===== config.mk =====
export PLATFORM = sky130hd
export DESIGN_NAME = edge_carry_clock
export DESIGN_NICKNAME = d
export VERILOG_FILES = /design/src/rtl/edge_carry_clock_pkg.sv /design/src/rtl/digit_stage.sv /design/src/rtl/edge_carry_datapath.sv /design/src/rtl/edge_carry_control.sv /design/src/rtl/edge_carry_clock.sv
export SDC_FILE = /design/constraint.sdc
export NUM_CORES = 1
export LEC_CHECK = 0
export ABC_AREA = 1
export ABC_CLOCK_PERIOD_IN_PS = 2300
export BUFFER_PORTS_ARGS = -buffer_cell sky130_fd_sc_hd__clkbuf_2
export CORE_UTILIZATION = 52
export CTS_CLUSTER_SIZE = 10
export DETAILED_ROUTE_END_ITERATION = 12
export GPL_ROUTABILITY_DRIVEN = 0
export PLACE_DENSITY_LB_ADDON = 0.12
export SETUP_SLACK_MARGIN = 0.3
export SLEW_MARGIN = 25
export SYNTH_ARGS = -nofsm -noshare
export SYNTH_HDL_FRONTEND = slang
export SYNTH_SLANG_ARGS = --single-unit
export TNS_END_PERCENT = 1

===== constraint.sdc =====
create_clock -name clk -period 2.3 [get_ports clk]
set_input_delay 0 -clock clk [delete_from_list [all_inputs] [get_ports clk]]
set_output_delay 0 -clock clk [all_outputs]
set_load 0.01 [all_outputs]

===== src/rtl/edge_carry_clock_pkg.sv =====
package edge_carry_clock_pkg;

  localparam int NUM_STAGES = 5;
  localparam int DIGIT_W    = 4;
  localparam int HOUR_IN_W  = 5;
  localparam int TIME_W     = NUM_STAGES * DIGIT_W;
  localparam int HALF_DAY   = 12;

  // Stage index: 0 sec units, 1 sec tens, 2 min units, 3 min tens, 4 hour
  typedef logic [NUM_STAGES-1:0][DIGIT_W-1:0] digitVec_t;

  typedef struct packed {
    logic                  load;
    logic [NUM_STAGES-1:0] advance;
    logic                  pmFlip;
  } stageStrobes_t;

  function automatic int stageModulus(input int idx);
    case (idx)
      0, 2:    return 10;
      1, 3:    return 6;
      default: return HALF_DAY;
    endcase
  endfunction

  // Bit of stage idx whose falling edge advances stage idx+1 (or the flag)
  function automatic int carryBit(input int idx);
    case (idx)
      1, 3:    return 2;
      default: return 3;
    endcase
  endfunction

endpackage


===== src/rtl/digit_stage.sv =====
module digit_stage #(
  parameter int WIDTH   = 4,
  parameter int MODULUS = 10
) (
  input  logic             clk,
  input  logic             rstN,
  input  logic             advance,
  input  logic             load,
  input  logic [WIDTH-1:0] loadValue,
  output logic [WIDTH-1:0] value,
  output logic [WIDTH-1:0] incValue
);

  localparam logic [WIDTH-1:0] LAST = WIDTH'(MODULUS - 1);

  always_comb begin
    if (value >= LAST) incValue = '0;
    else               incValue = value + WIDTH'(1);
  end

  always_ff @(posedge clk or negedge rstN) begin
    if (!rstN)        value <= '0;
    else if (load)    value <= loadValue;
    else if (advance) value <= incValue;
  end

endmodule


===== src/rtl/edge_carry_datapath.sv =====
module edge_carry_datapath
  import edge_carry_clock_pkg::*;
(
  input  logic                 clk,
  input  logic                 rstN,
  input  stageStrobes_t        strobes,
  input  logic [HOUR_IN_W-1:0] loadHour,
  input  logic [DIGIT_W-1:0]   loadMinTens,
  input  logic [DIGIT_W-1:0]   loadMinUnits,
  input  logic [DIGIT_W-1:0]   loadSecTens,
  input  logic [DIGIT_W-1:0]   loadSecUnits,
  output digitVec_t            curDigits,
  output digitVec_t            incDigits,
  output digitVec_t            loadDigits,
  output logic                 pmState
);

  localparam logic [HOUR_IN_W-1:0] HALF = HOUR_IN_W'(HALF_DAY);

  logic                 loadPm;
  logic [HOUR_IN_W-1:0] hourAdj;

  always_comb begin
    loadPm  = (loadHour >= HALF);
    hourAdj = loadPm ? (loadHour - HALF) : loadHour;
    loadDigits[0] = loadSecUnits;
    loadDigits[1] = loadSecTens;
    loadDigits[2] = loadMinUnits;
    loadDigits[3] = loadMinTens;
    loadDigits[4] = hourAdj[DIGIT_W-1:0];
  end

  for (genvar g = 0; g < NUM_STAGES; g++) begin : g_stage
    digit_stage #(
      .WIDTH  (DIGIT_W),
      .MODULUS(stageModulus(g))
    ) u_digit (
      .clk      (clk),
      .rstN     (rstN),
      .advance  (strobes.advance[g]),
      .load     (strobes.load),
      .loadValue(loadDigits[g]),
      .value    (curDigits[g]),
      .incValue (incDigits[g])
    );
  end

  always_ff @(posedge clk or negedge rstN) begin
    if (!rstN)               pmState <= 1'b0;
    else if (strobes.load)   pmState <= loadPm;
    else if (strobes.pmFlip) pmState <= ~pmState;
  end

endmodule


===== src/rtl/edge_carry_control.sv =====
module edge_carry_control
  import edge_carry_clock_pkg::*;
(
  input  logic          clk,
  input  logic          rstN,
  input  logic          tick,
  input  logic          loadEn,
  input  digitVec_t     curDigits,
  input  digitVec_t     incDigits,
  input  digitVec_t     loadDigits,
  output stageStrobes_t strobes
);

  logic [NUM_STAGES-1:0] prevBit;
  logic [NUM_STAGES-1:0] newBit;
  logic [NUM_STAGES-1:0] loadBit;
  logic [NUM_STAGES-1:0] advance;
  logic                  pmFlip;

  // Ripple: each stage's drive bit after this tick is compared with the
  // copy held from the previous tick; a 1-to-0 change enables the next stage.
  always_comb begin
    logic carry;
    carry = tick & ~loadEn;
    for (int i = 0; i < NUM_STAGES; i++) begin
      advance[i] = carry;
      newBit[i]  = carry ? incDigits[i][carryBit(i)] : curDigits[i][carryBit(i)];
      loadBit[i] = loadDigits[i][carryBit(i)];
      carry      = carry & prevBit[i] & ~newBit[i];
    end
    pmFlip = carry;
  end

  always_ff @(posedge clk or negedge rstN) begin
    if (!rstN)       prevBit <= '0;
    else if (loadEn) prevBit <= loadBit;
    else if (tick)   prevBit <= newBit;
  end

  always_comb begin
    strobes.load    = loadEn;
    strobes.advance = advance;
    strobes.pmFlip  = pmFlip;
  end

endmodule


===== src/rtl/edge_carry_clock.sv =====
module edge_carry_clock
  import edge_carry_clock_pkg::*;
(
  input  logic                 clk,
  input  logic                 rstN,
  input  logic                 tick,
  input  logic                 loadEn,
  input  logic [HOUR_IN_W-1:0] loadHour,
  input  logic [DIGIT_W-1:0]   loadMinTens,
  input  logic [DIGIT_W-1:0]   loadMinUnits,
  input  logic [DIGIT_W-1:0]   loadSecTens,
  input  logic [DIGIT_W-1:0]   loadSecUnits,
  output logic [TIME_W-1:0]    timeBits,
  output logic                 pmFlag
);

  stageStrobes_t strobes;
  digitVec_t     curDigits;
  digitVec_t     incDigits;
  digitVec_t     loadDigits;

  edge_carry_control u_ctrl (
    .clk       (clk),
    .rstN      (rstN),
    .tick      (tick),
    .loadEn    (loadEn),
    .curDigits (curDigits),
    .incDigits (incDigits),
    .loadDigits(loadDigits),
    .strobes   (strobes)
  );

  edge_carry_datapath u_dp (
    .clk         (clk),
    .rstN        (rstN),
    .strobes     (strobes),
    .loadHour    (loadHour),
    .loadMinTens (loadMinTens),
    .loadMinUnits(loadMinUnits),
    .loadSecTens (loadSecTens),
    .loadSecUnits(loadSecUnits),
    .curDigits   (curDigits),
    .incDigits   (incDigits),
    .loadDigits  (loadDigits),
    .pmState     (pmFlag)
  );

  // Stage 4 (hour) lands in the top nibble, stage 0 in the bottom one
  assign timeBits = curDigits;

endmodule


**Yosys cells after proc, flatten, opt, wreduce, memory -nomap -nowiden**

Cells that the tools add are included.
Widths: inputs -> output; s select.

- Logic and storage cells: 69
- Input port bits: 25
- Flip-flop bits (word level): 26

- $add $sub $neg: 6
- Reduce and logical (&&, ||, !) cells: 7
- Order comparisons: 6
- Bitwise operators: 18
- Multiplexer cells: 25

Operator list:

| kind | count |
|---|---|
| $mux 4 | 16 |
| $add 4x1->4 const B | 5 |
| $reduce_bool 2->1 | 7 |
| $ge 4x4->1 const B | 3 |
| $and 1x1->1 | 11 |
| $mux 5 | 2 |
| $ge 4x3->1 const B | 2 |
| $mux 1 | 7 |
| $not 1->1 | 7 |
| $ge 5x4->1 const B | 1 |
| $sub 4x4->4 const B | 1 |

**Logic depth before layout (Yosys ltp)**

Gate-level depths: netlist of run 1.

- Depth after elaboration: 19
- Mapped depth: 14
- Depth with buffers taken out: 14

**Cells and area by module**

Synthesis of run 1 repeated with hierarchy kept, for this count alone.

- Cell total of the unflattened synthesis: 287
- Area, all modules: 2068.2 µm²

Modules (own cells, without submodules):

| module | area an instance (µm²) | times used | cells each |
|---|---|---|---|
| digit_stage (u_dp.g_stage[0].u_digit ...) | 299.0 | 2 | 41 |
| digit_stage (u_dp.g_stage[1].u_digit ...) | 295.3 | 2 | 41 |
| edge_carry_control | 375.4 | 1 | 49 |
| digit_stage (u_dp.g_stage[4].u_digit) | 256.5 | 1 | 38 |
| edge_carry_datapath | 247.7 | 1 | 36 |

**Worst setup path before layout of run 1**

OpenSTA, ideal clock, no wires.

- Kind: register to register
- Start: register u_dp.g_stage[1].u_digit.value[0]
- End: register u_dp.pmState
- Stages on the path, launching flop included: 13
- Arrival: 1.695 ns
- Library setup time: 0.117 ns
- Data required time: 2.183 ns
- Period minus slack after synthesis: 1.812 ns
- Buffers on the path: 0
- Slack: 0.488 ns
- Path through: dfrtp_1 -> inv_1 -> ha_1 -> nand2_1 -> a21oi_1 -> nand2_1 -> nand4_4 -> nor3_4 -> nand4_1 -> nand3_1 -> nand2_1 -> nand2_1 -> nand2_1

- Cells in the longest elaborated chain, start to end: 15

Ends and longest elaborated chain:

| element | line | RTL |
|---|---|---|
| from (decl) | digit_stage.sv:10 | `output logic [WIDTH-1:0] value,` |
| from (signal assigned) | digit_stage.sv:23 | `else if (load) value <= loadValue;` |
| from (signal assigned) | digit_stage.sv:24 | `else if (advance) value <= incValue;` |
| $add 4x1->4 or $ge 4x3->1 (tied branches) | digit_stage.sv:18, digit_stage.sv:17 |  |
| $mux 4 * | digit_stage.sv:17 | `if (value >= LAST) incValue = '0;` |
| $mux 1 * | edge_carry_control.sv:27 | `newBit[i] = carry ? incDigits[i][carryBit(i)] : curDigits[i][carryBit(i)];` |
| $not 1->1 * | edge_carry_control.sv:29 | `carry = carry & prevBit[i] & ~newBit[i];` |
| $and 1x1->1 * | edge_carry_control.sv:29 |  |
| $mux 1 | edge_carry_control.sv:27 |  |
| $not 1->1 | edge_carry_control.sv:29 |  |
| $and 1x1->1 * | edge_carry_control.sv:29 |  |
| $mux 1 | edge_carry_control.sv:27 |  |
| $not 1->1 | edge_carry_control.sv:29 |  |
| $and 1x1->1 * | edge_carry_control.sv:29 |  |
| $mux 1 | edge_carry_control.sv:27 |  |
| $not 1->1 | edge_carry_control.sv:29 |  |
| $and 1x1->1 * | edge_carry_control.sv:29 |  |
| $reduce_bool 2->1 (no line) * | n/a |  |
| to (signal assigned) | edge_carry_datapath.sv:50 | `else if (strobes.load) pmState <= loadPm;` |
| to (signal assigned) | edge_carry_datapath.sv:51 | `else if (strobes.pmFlip) pmState <= ~pmState;` |
| to (decl) | edge_carry_datapath.sv:15 | `output logic pmState` |

Mark *: on every way between the ends. The rest lies on a longest branch, timed or not.
A chain may end at the register's enable or synchronous reset.

**Worst setup path in the final report of run 1**

- Start: register u_dp.g_stage[1].u_digit.value[1]
- End: register u_dp.g_stage[4].u_digit.value[1]

- Cells in the longest elaborated chain, start to end: 12

Ends and longest elaborated chain:

| element | line |
|---|---|
| $add 4x1->4 or $ge 4x3->1 (tied branches) | digit_stage.sv:18, digit_stage.sv:17 |
| $mux 4 * | digit_stage.sv:17 |
| $mux 1 * | edge_carry_control.sv:27 |
| $not 1->1 * | edge_carry_control.sv:29 |
| $and 1x1->1 * | edge_carry_control.sv:29 |
| $mux 1 | edge_carry_control.sv:27 |
| $not 1->1 | edge_carry_control.sv:29 |
| $and 1x1->1 * | edge_carry_control.sv:29 |
| $mux 1 | edge_carry_control.sv:27 |
| $not 1->1 | edge_carry_control.sv:29 |
| $and 1x1->1 * | edge_carry_control.sv:29 |
| $reduce_bool 2->1 (no line) * | n/a |
| to (signal assigned) | digit_stage.sv:23 |
| to (signal assigned) | digit_stage.sv:24 |
| to (decl) | digit_stage.sv:10 |

Marked as above.

==> results of run 1 <==
-- cell families (layout without fill, tap and decap cells) --
logic type,after synthesis,count (layout),share of synthesized area [%]
XOR/XNOR,4,4,2.04
buffers and inverters,29,101,7.42
AO/OA/AOI/OAI,30,30,10.7
flip-flops,26,26,37.8
AND/OR/NAND/NOR,114,114,31.9
adder cells (fa/ha/maj),14,14,10.2
-- placed cells by master, fill, tap and decap left out, types with 2 or more instances in the layout --
cell type      count
nand2_1           66
clkbuf_2          45
dfrtp_1           25
inv_1             20
dlygate4sd3_1     19
nand3_1           15
ha_1              14
nor2_1            11
nand4_1            9
buf_4              9
o21ai_0            8
o211ai_1           8
a21oi_1            4
inv_2              3
xor2_1             3
clkbuf_4           3
a21oi_2            2
nand3_2            2
nor2_2             2
a31oi_1            2
-- how the worst max path moves through the flow --
stage	cells past startpoint	slack [ns]	endpoint	startpoint
after global placement	12	0.36	u_dp.pmState$_DFFE_PN0P_	u_dp.g_stage[1].u_digit.value[0]$_DFFE_PN0P_
final	12	0.43	u_dp.g_stage[4].u_digit.value[1]$_DFFE_PN0P_	u_dp.g_stage[1].u_digit.value[1]$_DFFE_PN0P_
after CTS	12	0.32	u_dp.pmState$_DFFE_PN0P_	u_dp.g_stage[0].u_digit.value[0]$_DFFE_PN0P_
after global routing	13	0.28	u_dp.pmState$_DFFE_PN0P_	u_dp.g_stage[1].u_digit.value[1]$_DFFE_PN0P_
after floorplan	12	0.49	u_dp.pmState$_DFFE_PN0P_	u_dp.g_stage[1].u_digit.value[0]$_DFFE_PN0P_
after detailed placement	12	0.30	u_dp.pmState$_DFFE_PN0P_	u_dp.g_stage[1].u_digit.value[0]$_DFFE_PN0P_
-- cell usage after synthesis --
library cell	number
nor3_1	1
nor2_2	1
o21a_1	1
buf_6	1
xnor2_1	1
nor2_1	12
or2_2	1
ha_1	14
a22oi_1	1
o21ai_1	2
nand2_1	67
nand4_2	1
inv_4	1
inv_2	1
a21oi_1	6
o211ai_1	8
a21o_1	1
dfrtp_1	26
inv_8	1
o311ai_0	1
nand2_8	1
xor2_1	3
nand3_2	1
o21ai_0	8
nor2_4	1
a31oi_1	2
nand4_4	1
and2_1	1
clkbuf_1	1
nor3_4	1
buf_1	1
inv_1	22
nand4_1	9
nand3_1	16
buf_2	1
-- metrics by stage --
step	std cells	instance area, sq um	setup slack (ns)	hold slack [ns]	utilization [%]
after CTS	328	2220	0.324	0.00566	71.7
after floorplan	217	1720	0.488	-0.296	-
after detailed placement	303	1980	0.305	0.0664	64.0
after global placement	303	1980	0.361	0.0659	64.0
final	333	2280	0.434	0.00806	73.5
after global routing	333	2280	0.275	0.0104	73.5
-- worst min-delay path: cells and delay by family --
family | cells | cell delay (ns)
buffers and inverters | 1 | 0.08
AND/OR/NAND/NOR | 1 | 0.06
AO/OA/AOI/OAI | 2 | 0.17
-- registers in the layout, summed over array words and instances (netlist names) --
signal	count
u_ctrl.prevBit	5
u_dp.g_stage.u_digit.value	20
u_dp.pmState	1
-- repair_timing --
action,CTS,global route
buffers inserted,3,5
endpoints found under the setup margin,1,13
endpoints found under the hold margin,46,0
hold buffers,19,0
pin swaps,1,4
resized for setup,1,8
-- cell type report --
type	count	area [sq um]
Multi-Input combinational cell	162	963
Timing Repair Buffer	73	483
Sequential cell	26	652
Tap cell	44	55.1
Fill cell	261	823
Clock buffer	3	22.5
Inverter	25	104
-- routing by layer --
layer,vias to the layer above,track usage [%]
li1,870,-
met1,759,30.6
met2,40,42.5
met3,5,5.46
met4,0,6.64
met5,-,0
-- where the power goes --
group / switching, uW / total (uW) / internal (uW)
Clock: 137 / 198 / 61.5
Combinational: 209 / 376 / 167
Sequential: 62.5 / 573 / 511
Total: 408 / 1150 / 739
==> impl_metrics.tcl, run 1 <==
set metrics [dict create \
    critPathMaxFanout 5 \
    crit_family "simple AND/OR/NAND/NOR gates" \
    p_per_area_nw_per_um2 503 \
    arrival_ns 2.09 \
    clk_pin_slew_ns 0.15 \
    cts_root_buf "clkbuf_4" \
    cts_buffer_depth 2 \
    yosysWarnings 0 \
    fin_crit_sh_pct 81.1 \
    dr.pass1.iters 4 \
    max_slew_margin_pct 56.2 \
    finalSetupTns_ns 0 \
    synth_cells 217 \
    grt_pass1_wl_um 6690 \
    wl_per_cell_um 11.8 \
    reg2reg_to "u_dp.g_stage[4].u_digit.value[1]$_DFFE_PN0P_" \
    htree_num_levels 1 \
    wl_met3_um 147 \
    drc 0 \
    rrSetupSlack_ns 0.43 \
    worst-path-buf-inv 2 \
    portBuffers 45 \
    final.min_clock_period_ns 1.87 \
    area_delta_synth_final_pct 32.5 \
    first_global_vias 1607 \
    worst_pin_slew_ns 0.657 \
    cp_data_required_time_ns 2.53 \
    viasPerCell 5.03 \
    start_util_pct 55.4 \
    netlist.area_leader.share_pct 37.8 \
    syn-num-nets 256 \
    finClkSkew_ns 0.0122 \
    r2r_start "u_dp.g_stage[1].u_digit.value[1]$_DFFE_PN0P_" \
    routedLengthMet1_um 1780 \
    ioPinCount 46 \
    ys_seq_area_share_pct 37.8 \
    drv_cap 0 \
    cp-end-kind "register" \
    grt_usage_pct 24.5 \
    antenna_left 0 \
    gr-total-overflow 0 \
    cp_slowest_cell "dfrtp_1" \
    synth_cell_types 35 \
    antenna_found_initial 0 \
    synth.avg_cell_area_sq_um 7.93 \
    setup_violations 0 \
    clock.fmax_mhz 536 \
    cp-start-kind "register" \
    hold_path.class "in -> reg" \
    reg2reg_depth 12 \
    slew_viol_final 0 \
    synth_area_leaders "dfrtp_1 (38%), nand2_1 (15%), ha_1 (10%)" \
    power_leakage_uw 0.00118 \
    clk_latency_ns 0.33 \
    hold_violations 0 \
    drive_above_1_share_pct 26.6 \
    wl_met2_um 1980 \
    rsz0062_at_grt "true" \
    ys_seq_elements 26 \
    hold_depth 4 \
    cts_buffers 3 \
    critPathKind "reg -> reg" \
    die_x_um 59.5 \
    hold_start "loadMinTens[3]" \
    wl_um 3940 \
    cpPeakStageDelay_ns 0.43 \
    synth_top_area_cell "dfrtp_1" \
    path_cells "inv_1 > ha_1 > inv_1 > nand2_1 > a21oi_2 > nand2_2 > nand4_4 > nor2_2 > nand4_2 > nand2_1 > nand4_1 > o211ai_1" \
    syn-cell-area_sq_um 1720 \
    core-area_sq_um 3100 \
    whs_endpoint "u_dp.g_stage[3].u_digit.value[3]$_DFFE_PN0P_" \
    grt_max_degree 27 \
    diodes 0 \
    layout.nets 330 \
    vias 1674 \
    cts_sinks 26 \
    rows 20 \
    hpwl_um 2650 \
    die_h_um 59.5 \
    drt_iter0_markers 142 \
    routed.top_layer "met4" \
    die-area_sq_um 3540 \
    status "completed" \
    cts_tree "built" \
    irDropWorstVdd_mv 0.333 \
    totalPowerFinal_uw 1150 \
]
Note: power is estimated with default switching activity, not from simulation.
==> run 2: changes to the inputs <==
ABC_CLOCK_PERIOD_IN_PS = 1600   (was 2300)
CORE_UTILIZATION = 47   (was 52)
clock period = 1.6 ns   (was 2.3 ns; I/O delays follow)
==> run 2 against run 1 <==
Compared with the run above:
- the run now ends with setup timing left
- cell count up 7.5%
- global-route usage down 2.0 points
- via count up 3.9%
- clock power up 75%
- utilization up 0.71 points
- worst hold slack better by 0.0030 ns
- wire length up 3.7%
- largest cell class unchanged
==> impl_metrics.tcl, run 2 (synthesis results as in run 1) <==
set metrics [dict create \
    status "finished, violations left" \
    failed_checks "setup timing" \
    gr-total-overflow 0 \
    grt_pass1_wl_um 7170 \
    setup_violations 16 \
    viasPerCell 4.86 \
    clk_latency_ns 0.33 \
    cp-start-kind "register" \
    wl_per_cell_um 11.4 \
    critPathKind "reg -> reg" \
    layout.nets 352 \
    hold_depth 4 \
    ioPinCount 46 \
    drive_above_1_share_pct 36.9 \
    finalWorstSetupSlack_ns -0.197 \
    cp_slowest_cell "dfrtp_2" \
    clk_pin_slew_ns 0.15 \
    whs_endpoint "u_dp.g_stage[3].u_digit.value[3]$_DFFE_PN0P_" \
    cts_root_buf "clkbuf_4" \
    p_int_uw 1190 \
    drc 0 \
    slew_viol_final 0 \
    grt_usage_pct 22.5 \
    start_util_pct 50.4 \
    drt_iter0_markers 127 \
    portBuffers 45 \
    irDropWorstVdd_mv 0.565 \
    antenna_found_initial 0 \
    dpl_cell_area_sq_um 2220 \
    wl_um 4080 \
    dr.pass1.iters 4 \
    hpwl_um 2810 \
    rsz0062_at_grt "true" \
    reg2reg_depth 11 \
    p_comb_share_pct 36.5 \
    cts_buffers 3 \
    diodes 0 \
    rrSetupSlack_ns -0.20 \
    drv_cap 0 \
    hold_path.class "in -> reg" \
    nFillCells 279 \
    cpPeakStageDelay_ns 0.46 \
    cp_data_required_time_ns 1.88 \
    stdcell_area_sq_um 2530 \
    clkPwrFrac_pct 19.0 \
    die_x_um 62.5 \
    crit_top_cell "nand2_1" \
    final_cell_mix "nand2_1 (61), clkbuf_2 (45), buf_4 (29), dfrtp_1 (23), dlygate4sd3_1 (20)" \
    fin_crit_sh_pct 112 \
    die-area_sq_um 3910 \
    switching_power_uw 632 \
    largest_reg_flops 20 \
    totalPowerFinal_uw 1820 \
    cts_tree "built" \
    htree_num_levels 1 \
    reg_top3 "u_dp.g_stage.u_digit.value: 20 flops, u_ctrl.prevBit: 5 flops, u_dp.pmState: 1 flops" \
    arrival_ns 2.08 \
    die_h_um 62.5 \
    p_per_area_nw_per_um2 720 \
    post-place-ws_ns -0.158 \
    final.min_clock_period_ns 1.80 \
    multi_input_area_sq_um 1030 \
    cts_buffer_depth 2 \
    power_leakage_uw 0.00129 \
    r2r_start "u_dp.g_stage[1].u_digit.value[0]$_DFFE_PN0P_" \
    regMostFlops "u_dp.g_stage.u_digit.value" \
    first_global_vias 1715 \
    worst_pin_slew_ns 0.677 \
    pwr-share-seq_pct 44.5 \
    grt_max_degree 27 \
    hold_violations 0 \
    final_common_cell "nand2_1" \
    clock.fmax_mhz 557 \
    cp-end-kind "register" \
    finClkSkew_ns 0.00186 \
    core-area_sq_um 3420 \
    reg2reg_to "u_dp.pmState$_DFFE_PN0P_" \
    max_slew_margin_pct 54.9 \
    vias 1740 \
    area_delta_synth_final_pct 47.3 \
    rows 21 \
    antenna_left 0 \
    finalSetupTns_ns -1.79 \
    critPathMaxFanout 5 \
    cts_sinks 26 \
    hold_start "loadMinTens[3]" \
    path_cells "ha_1 > xor2_1 > nand2_2 > nand4_4 > nor2_4 > nand4_4 > nand2_1 > nand3_2 > nand2_1 > nand2_1 > nand2_1" \
    regArea_sq_um 654 \
    switching_share_pct 34.6 \
]
-- run 2: cell count changes in the layout (fill, tap and decap cells not counted), sizes merged --
cell         delta
dlygate4sd3     +1
clkbuf          +1
buf            +21
-- run 2: repair_timing --
action,4_1_cts,5_1_grt
buffers inserted,0,1
gates resized for setup,6,19
setup endpoints to repair,24,26
pin swaps,3,13
hold buffers,20,0
hold endpoints to repair,48,0
-- run 2: per-stage QoR --
| step | cells | util, % | hold slack (ns) |
|---|---|---|---|
| final | 358 | 74.2 | 0.0111 |
| after floorplan | 217 | - | -0.296 |
| after CTS | 357 | 72.1 | 0.00347 |
| after global placement | 333 | 64.9 | 0.0753 |
| after detailed placement | 333 | 64.9 | 0.0674 |
| after global routing | 358 | 74.2 | 0.0444 |
-- run 2: power by group through the flow --
stage	sequential [uW]	clock [uW]	combinational (uW)
floorplan	856	0	282
global placement	818	0	584
detailed placement	820	0	592
CTS	807	359	636
global route	824	387	747
finish	812	347	665
-- run 2: worst max-delay path by stage --
stage                                                      start                       endpoint  cells past startpoint
floorplan           u_dp.g_stage[0].u_digit.value[1]$_DFFE_PN0P_       u_dp.pmState$_DFFE_PN0P_                     13
global placement    u_dp.g_stage[1].u_digit.value[0]$_DFFE_PN0P_       u_dp.pmState$_DFFE_PN0P_                     10
detailed placement  u_dp.g_stage[1].u_digit.value[0]$_DFFE_PN0P_       u_dp.pmState$_DFFE_PN0P_                     10
CTS                 u_dp.g_stage[0].u_digit.value[0]$_DFFE_PN0P_  u_ctrl.prevBit[3]$_DFFE_PN0P_                     12
global route        u_dp.g_stage[1].u_digit.value[1]$_DFFE_PN0P_       u_dp.pmState$_DFFE_PN0P_                     14
finish              u_dp.g_stage[1].u_digit.value[0]$_DFFE_PN0P_       u_dp.pmState$_DFFE_PN0P_                     11
-- run 2: cell type report --
type	instances	area share [%]
repair buffers	95	25.8
multi-input cells	162	40.5
inverters	25	4.10
clock buffers	4	1.43
flip-flops and latches	26	25.8
well taps	46	2.27
-- run 2: per-layer routing --
metal	wire length (um)	GRT usage [%]
met5	0	0
met4	19	4.94
met3	132	3.83
met2	2000	40.4
met1	1930	28.0
-- run 2: critical path, delay by kind of cell, from the launching register on --
family	cells	cell delay, ns
simple gates	9	0.90
xor+xnor	1	0.17
fa+ha+maj	1	0.21
flops	1	0.46
==> run 3: changes to the inputs <==
CORE_UTILIZATION = 49   (was 47)
SYNTH_HIERARCHICAL = 1   (was unset)
==> run 3 against run 2 <==
Compared with the run above:
- the flow still finishes with violations (setup timing)
- highest routed layer unchanged
- critical path depth grew 4
- synthesized cell count increased by 17%
- wire length rose by 5.8%
- clock skew rose by 0.0054 ns
- global-route usage up 0.49 points
- setup slack worse by 0.13 ns
- via count up 11%
- register-to-register slack lost 0.13 ns
- clock-buffer cell count did not move
- utilization down 2.7 points
==> impl_metrics.tcl, run 3 <==
set metrics [dict create \
    ioPinCount 46 \
    cts_tree "built" \
    cts_buffers 3 \
    clk_latency_ns 0.27 \
    diodes 0 \
    path_cells "inv_2 > ha_2 > nor2_2 > a21oi_2 > a21oi_1 > inv_1 > nand2_2 > nor2_4 > nand4_4 > nor2_4 > nand4_1 > nor2_2 > xor2_1 > nand2_1 > nand2_1" \
    crit_cells 15 \
    grt_pass1_wl_um 7640 \
    fin_crit_sh_pct 120 \
    die-area_sq_um 4090 \
    cp_slowest_cell "dfrtp_1" \
    cp_data_required_time_ns 1.82 \
    clock.fmax_mhz 519 \
    hpwl_um 2980 \
    drt_iter0_markers 79 \
    core-area_sq_um 3660 \
    gr-total-overflow 0 \
    final_cells 391 \
    reg2reg_depth 15 \
    r2r_start "u_dp/g_stage[0].u_digit/value[1]$_DFFE_PN0P_" \
    slew_viol_final 0 \
    worst-path-buf-inv 2 \
    dr.pass1.iters 5 \
    arrival_ns 2.14 \
    irDropWorstVdd_mv 0.504 \
    rrSetupSlack_ns -0.33 \
    synth_cells 253 \
    crit_start "u_dp/g_stage[0].u_digit/value[1]$_DFFE_PN0P_" \
    htree_num_levels 1 \
    final_common_cell "nand2_1" \
    reg_top3 "u_dp/g_stage.u_digit/value: 20 flops, u_ctrl/prevBit: 5 flops, u_dp/pmState: 1 flops" \
    vias 1932 \
    final.min_clock_period_ns 1.93 \
    portBuffers 45 \
    finalWorstSetupSlack_ns -0.326 \
    totalPowerFinal_uw 1870 \
    grt.met2_usage_pct 38.2 \
    largest_reg_flops 20 \
    grt.busiest_layer "met2" \
    layout.nets 383 \
    grt_max_degree 39 \
    fin_hold_ws_ns 0.00744 \
    use_met3_pct 2.68 \
    failed_checks "setup timing" \
    rows 22 \
    grt_usage_pct 23.0 \
    dp.cells 369 \
    drv_cap 0 \
    cts_root_buf "clkbuf_8" \
    drc 0 \
    cp-end-kind "register" \
    use_met1_pct 31.6 \
    wl_um 4320 \
    clk_pin_slew_ns 0.10 \
    worst_pin_slew_ns 0.681 \
    status "finished, violations left" \
    wl_per_cell_um 11.0 \
    critPathKind "reg -> reg" \
    cp-endpoint "u_dp/pmState$_DFFE_PN0P_" \
    finClkSkew_ns 0.00724 \
    stdcell_area_sq_um 2620 \
    nFillCells 308 \
    cts_buffer_depth 2 \
    regMostFlops "u_dp/g_stage.u_digit/value" \
    setup_violations 20 \
    cp-start-kind "register" \
    synth.avg_cell_area_sq_um 7.44 \
    antenna_left 0 \
    die_h_um 64.0 \
    syn-num-nets 292 \
    area_delta_synth_final_pct 39.0 \
    syn-cell-area_sq_um 1880 \
    viasPerCell 4.94 \
    cpPeakStageDelay_ns 0.39 \
    reg2reg_to "u_dp/pmState$_DFFE_PN0P_" \
    dpl_cell_area_sq_um 2340 \
    yosysWarnings 6 \
    final_cell_mix "nand2_1 (64), clkbuf_2 (45), inv_1 (41), buf_4 (29), dfrtp_1 (24)" \
    drive_above_1_share_pct 32.4 \
    first_global_vias 1816 \
    crit_family "simple AND/OR/NAND/NOR gates" \
    hold_path.class "in -> reg" \
    cts_setup_buffers 0 \
    power_leakage_uw 0.00140 \
    rsz0062_at_grt "true" \
    start_util_pct 51.4 \
    antenna_found_initial 0 \
    cts_sinks 26 \
    p_per_area_nw_per_um2 714 \
    critPathMaxFanout 5 \
    die_x_um 64.0 \
    hold_violations 0 \
    max_slew_margin_pct 54.6 \
]
run 3: timing repair:
| action | 4_1_cts | 5_1_grt |
|---|---|---|
| cloned | 0 | 0 |
| hold endpoints to repair | 44 | 0 |
| resized for setup | 8 | 7 |
| endpoints found under the setup margin | 21 | 22 |
| hold buffers | 18 | 0 |
run 3: worst min path at each step:
stage | start | to | slack, ns | cells past startpoint
final | loadSecTens[2] | u_dp/g_stage[1].u_digit/value[2]$_DFFE_PN0P_ | 0.007 | 3
after global routing | loadSecTens[2] | u_ctrl/prevBit[1]$_DFFE_PN0P_ | 0.02 | 3
after CTS | loadSecTens[2] | u_dp/g_stage[1].u_digit/value[2]$_DFFE_PN0P_ | 0.0004 | 3
after detailed placement | rstN | u_dp/g_stage[1].u_digit/value[0]$_DFFE_PN0P_ | 0.07 | 1
after global placement | rstN | u_dp/g_stage[1].u_digit/value[1]$_DFFE_PN0P_ | 0.07 | 1
after floorplan | rstN | u_ctrl/prevBit[0]$_DFFE_PN0P_ | -0.30 | 0
run 3: layer usage:
layer,up-vias,part of all wire [%]
li1,1000,-
met1,884,49
met2,46,48
met3,2,3.0
met4,0,0.46
met5,-,0
run 3: cell type report:
type	count	area [sq um]	share of cell area [%]
Inverter	46	173	6.60
Clock buffer	4	55.1	2.10
Sequential cell	26	653	25.0
Tap cell	48	60.1	2.29
Multi-Input combinational cell	175	1050	40.2
Timing Repair Buffer	92	623	23.8
run 3: worst register-to-register path, stage by stage (launching register included):
cell and delay [ns]:
dfrtp_1 0.39, inv_2 0.06, ha_2 0.16, nor2_2 0.04, a21oi_2 0.10, a21oi_1 0.05, inv_1 0.09, nand2_2 0.08
nor2_4 0.11, nand4_4 0.10, nor2_4 0.15, nand4_1 0.15, nor2_2 0.13, xor2_1 0.15, nand2_1 0.06, nand2_1 0.06
run 3: metrics by stage:
| stage | TNS, ns | utilization (%) | worst slack [ns] |
|---|---|---|---|
| 4_1_cts | -4.06 | 71.0 | -0.339 |
| 3_3_place_gp | -3.88 | 64.0 | -0.316 |
| 6_report | -3.98 | 71.5 | -0.326 |
| 2_1_floorplan | -3.18 | - | -0.367 |
| 5_1_grt | -7.59 | 71.5 | -0.533 |
| 3_5_place_dp | -4.75 | 64.0 | -0.400 |
run 3: report_power, final:
group / internal, uW / leakage, uW / switching [uW]
registers: 726 / 0.000315 / 69.1
clock network: 220 / 0.0000288 / 214
logic: 297 / 0.00105 / 341
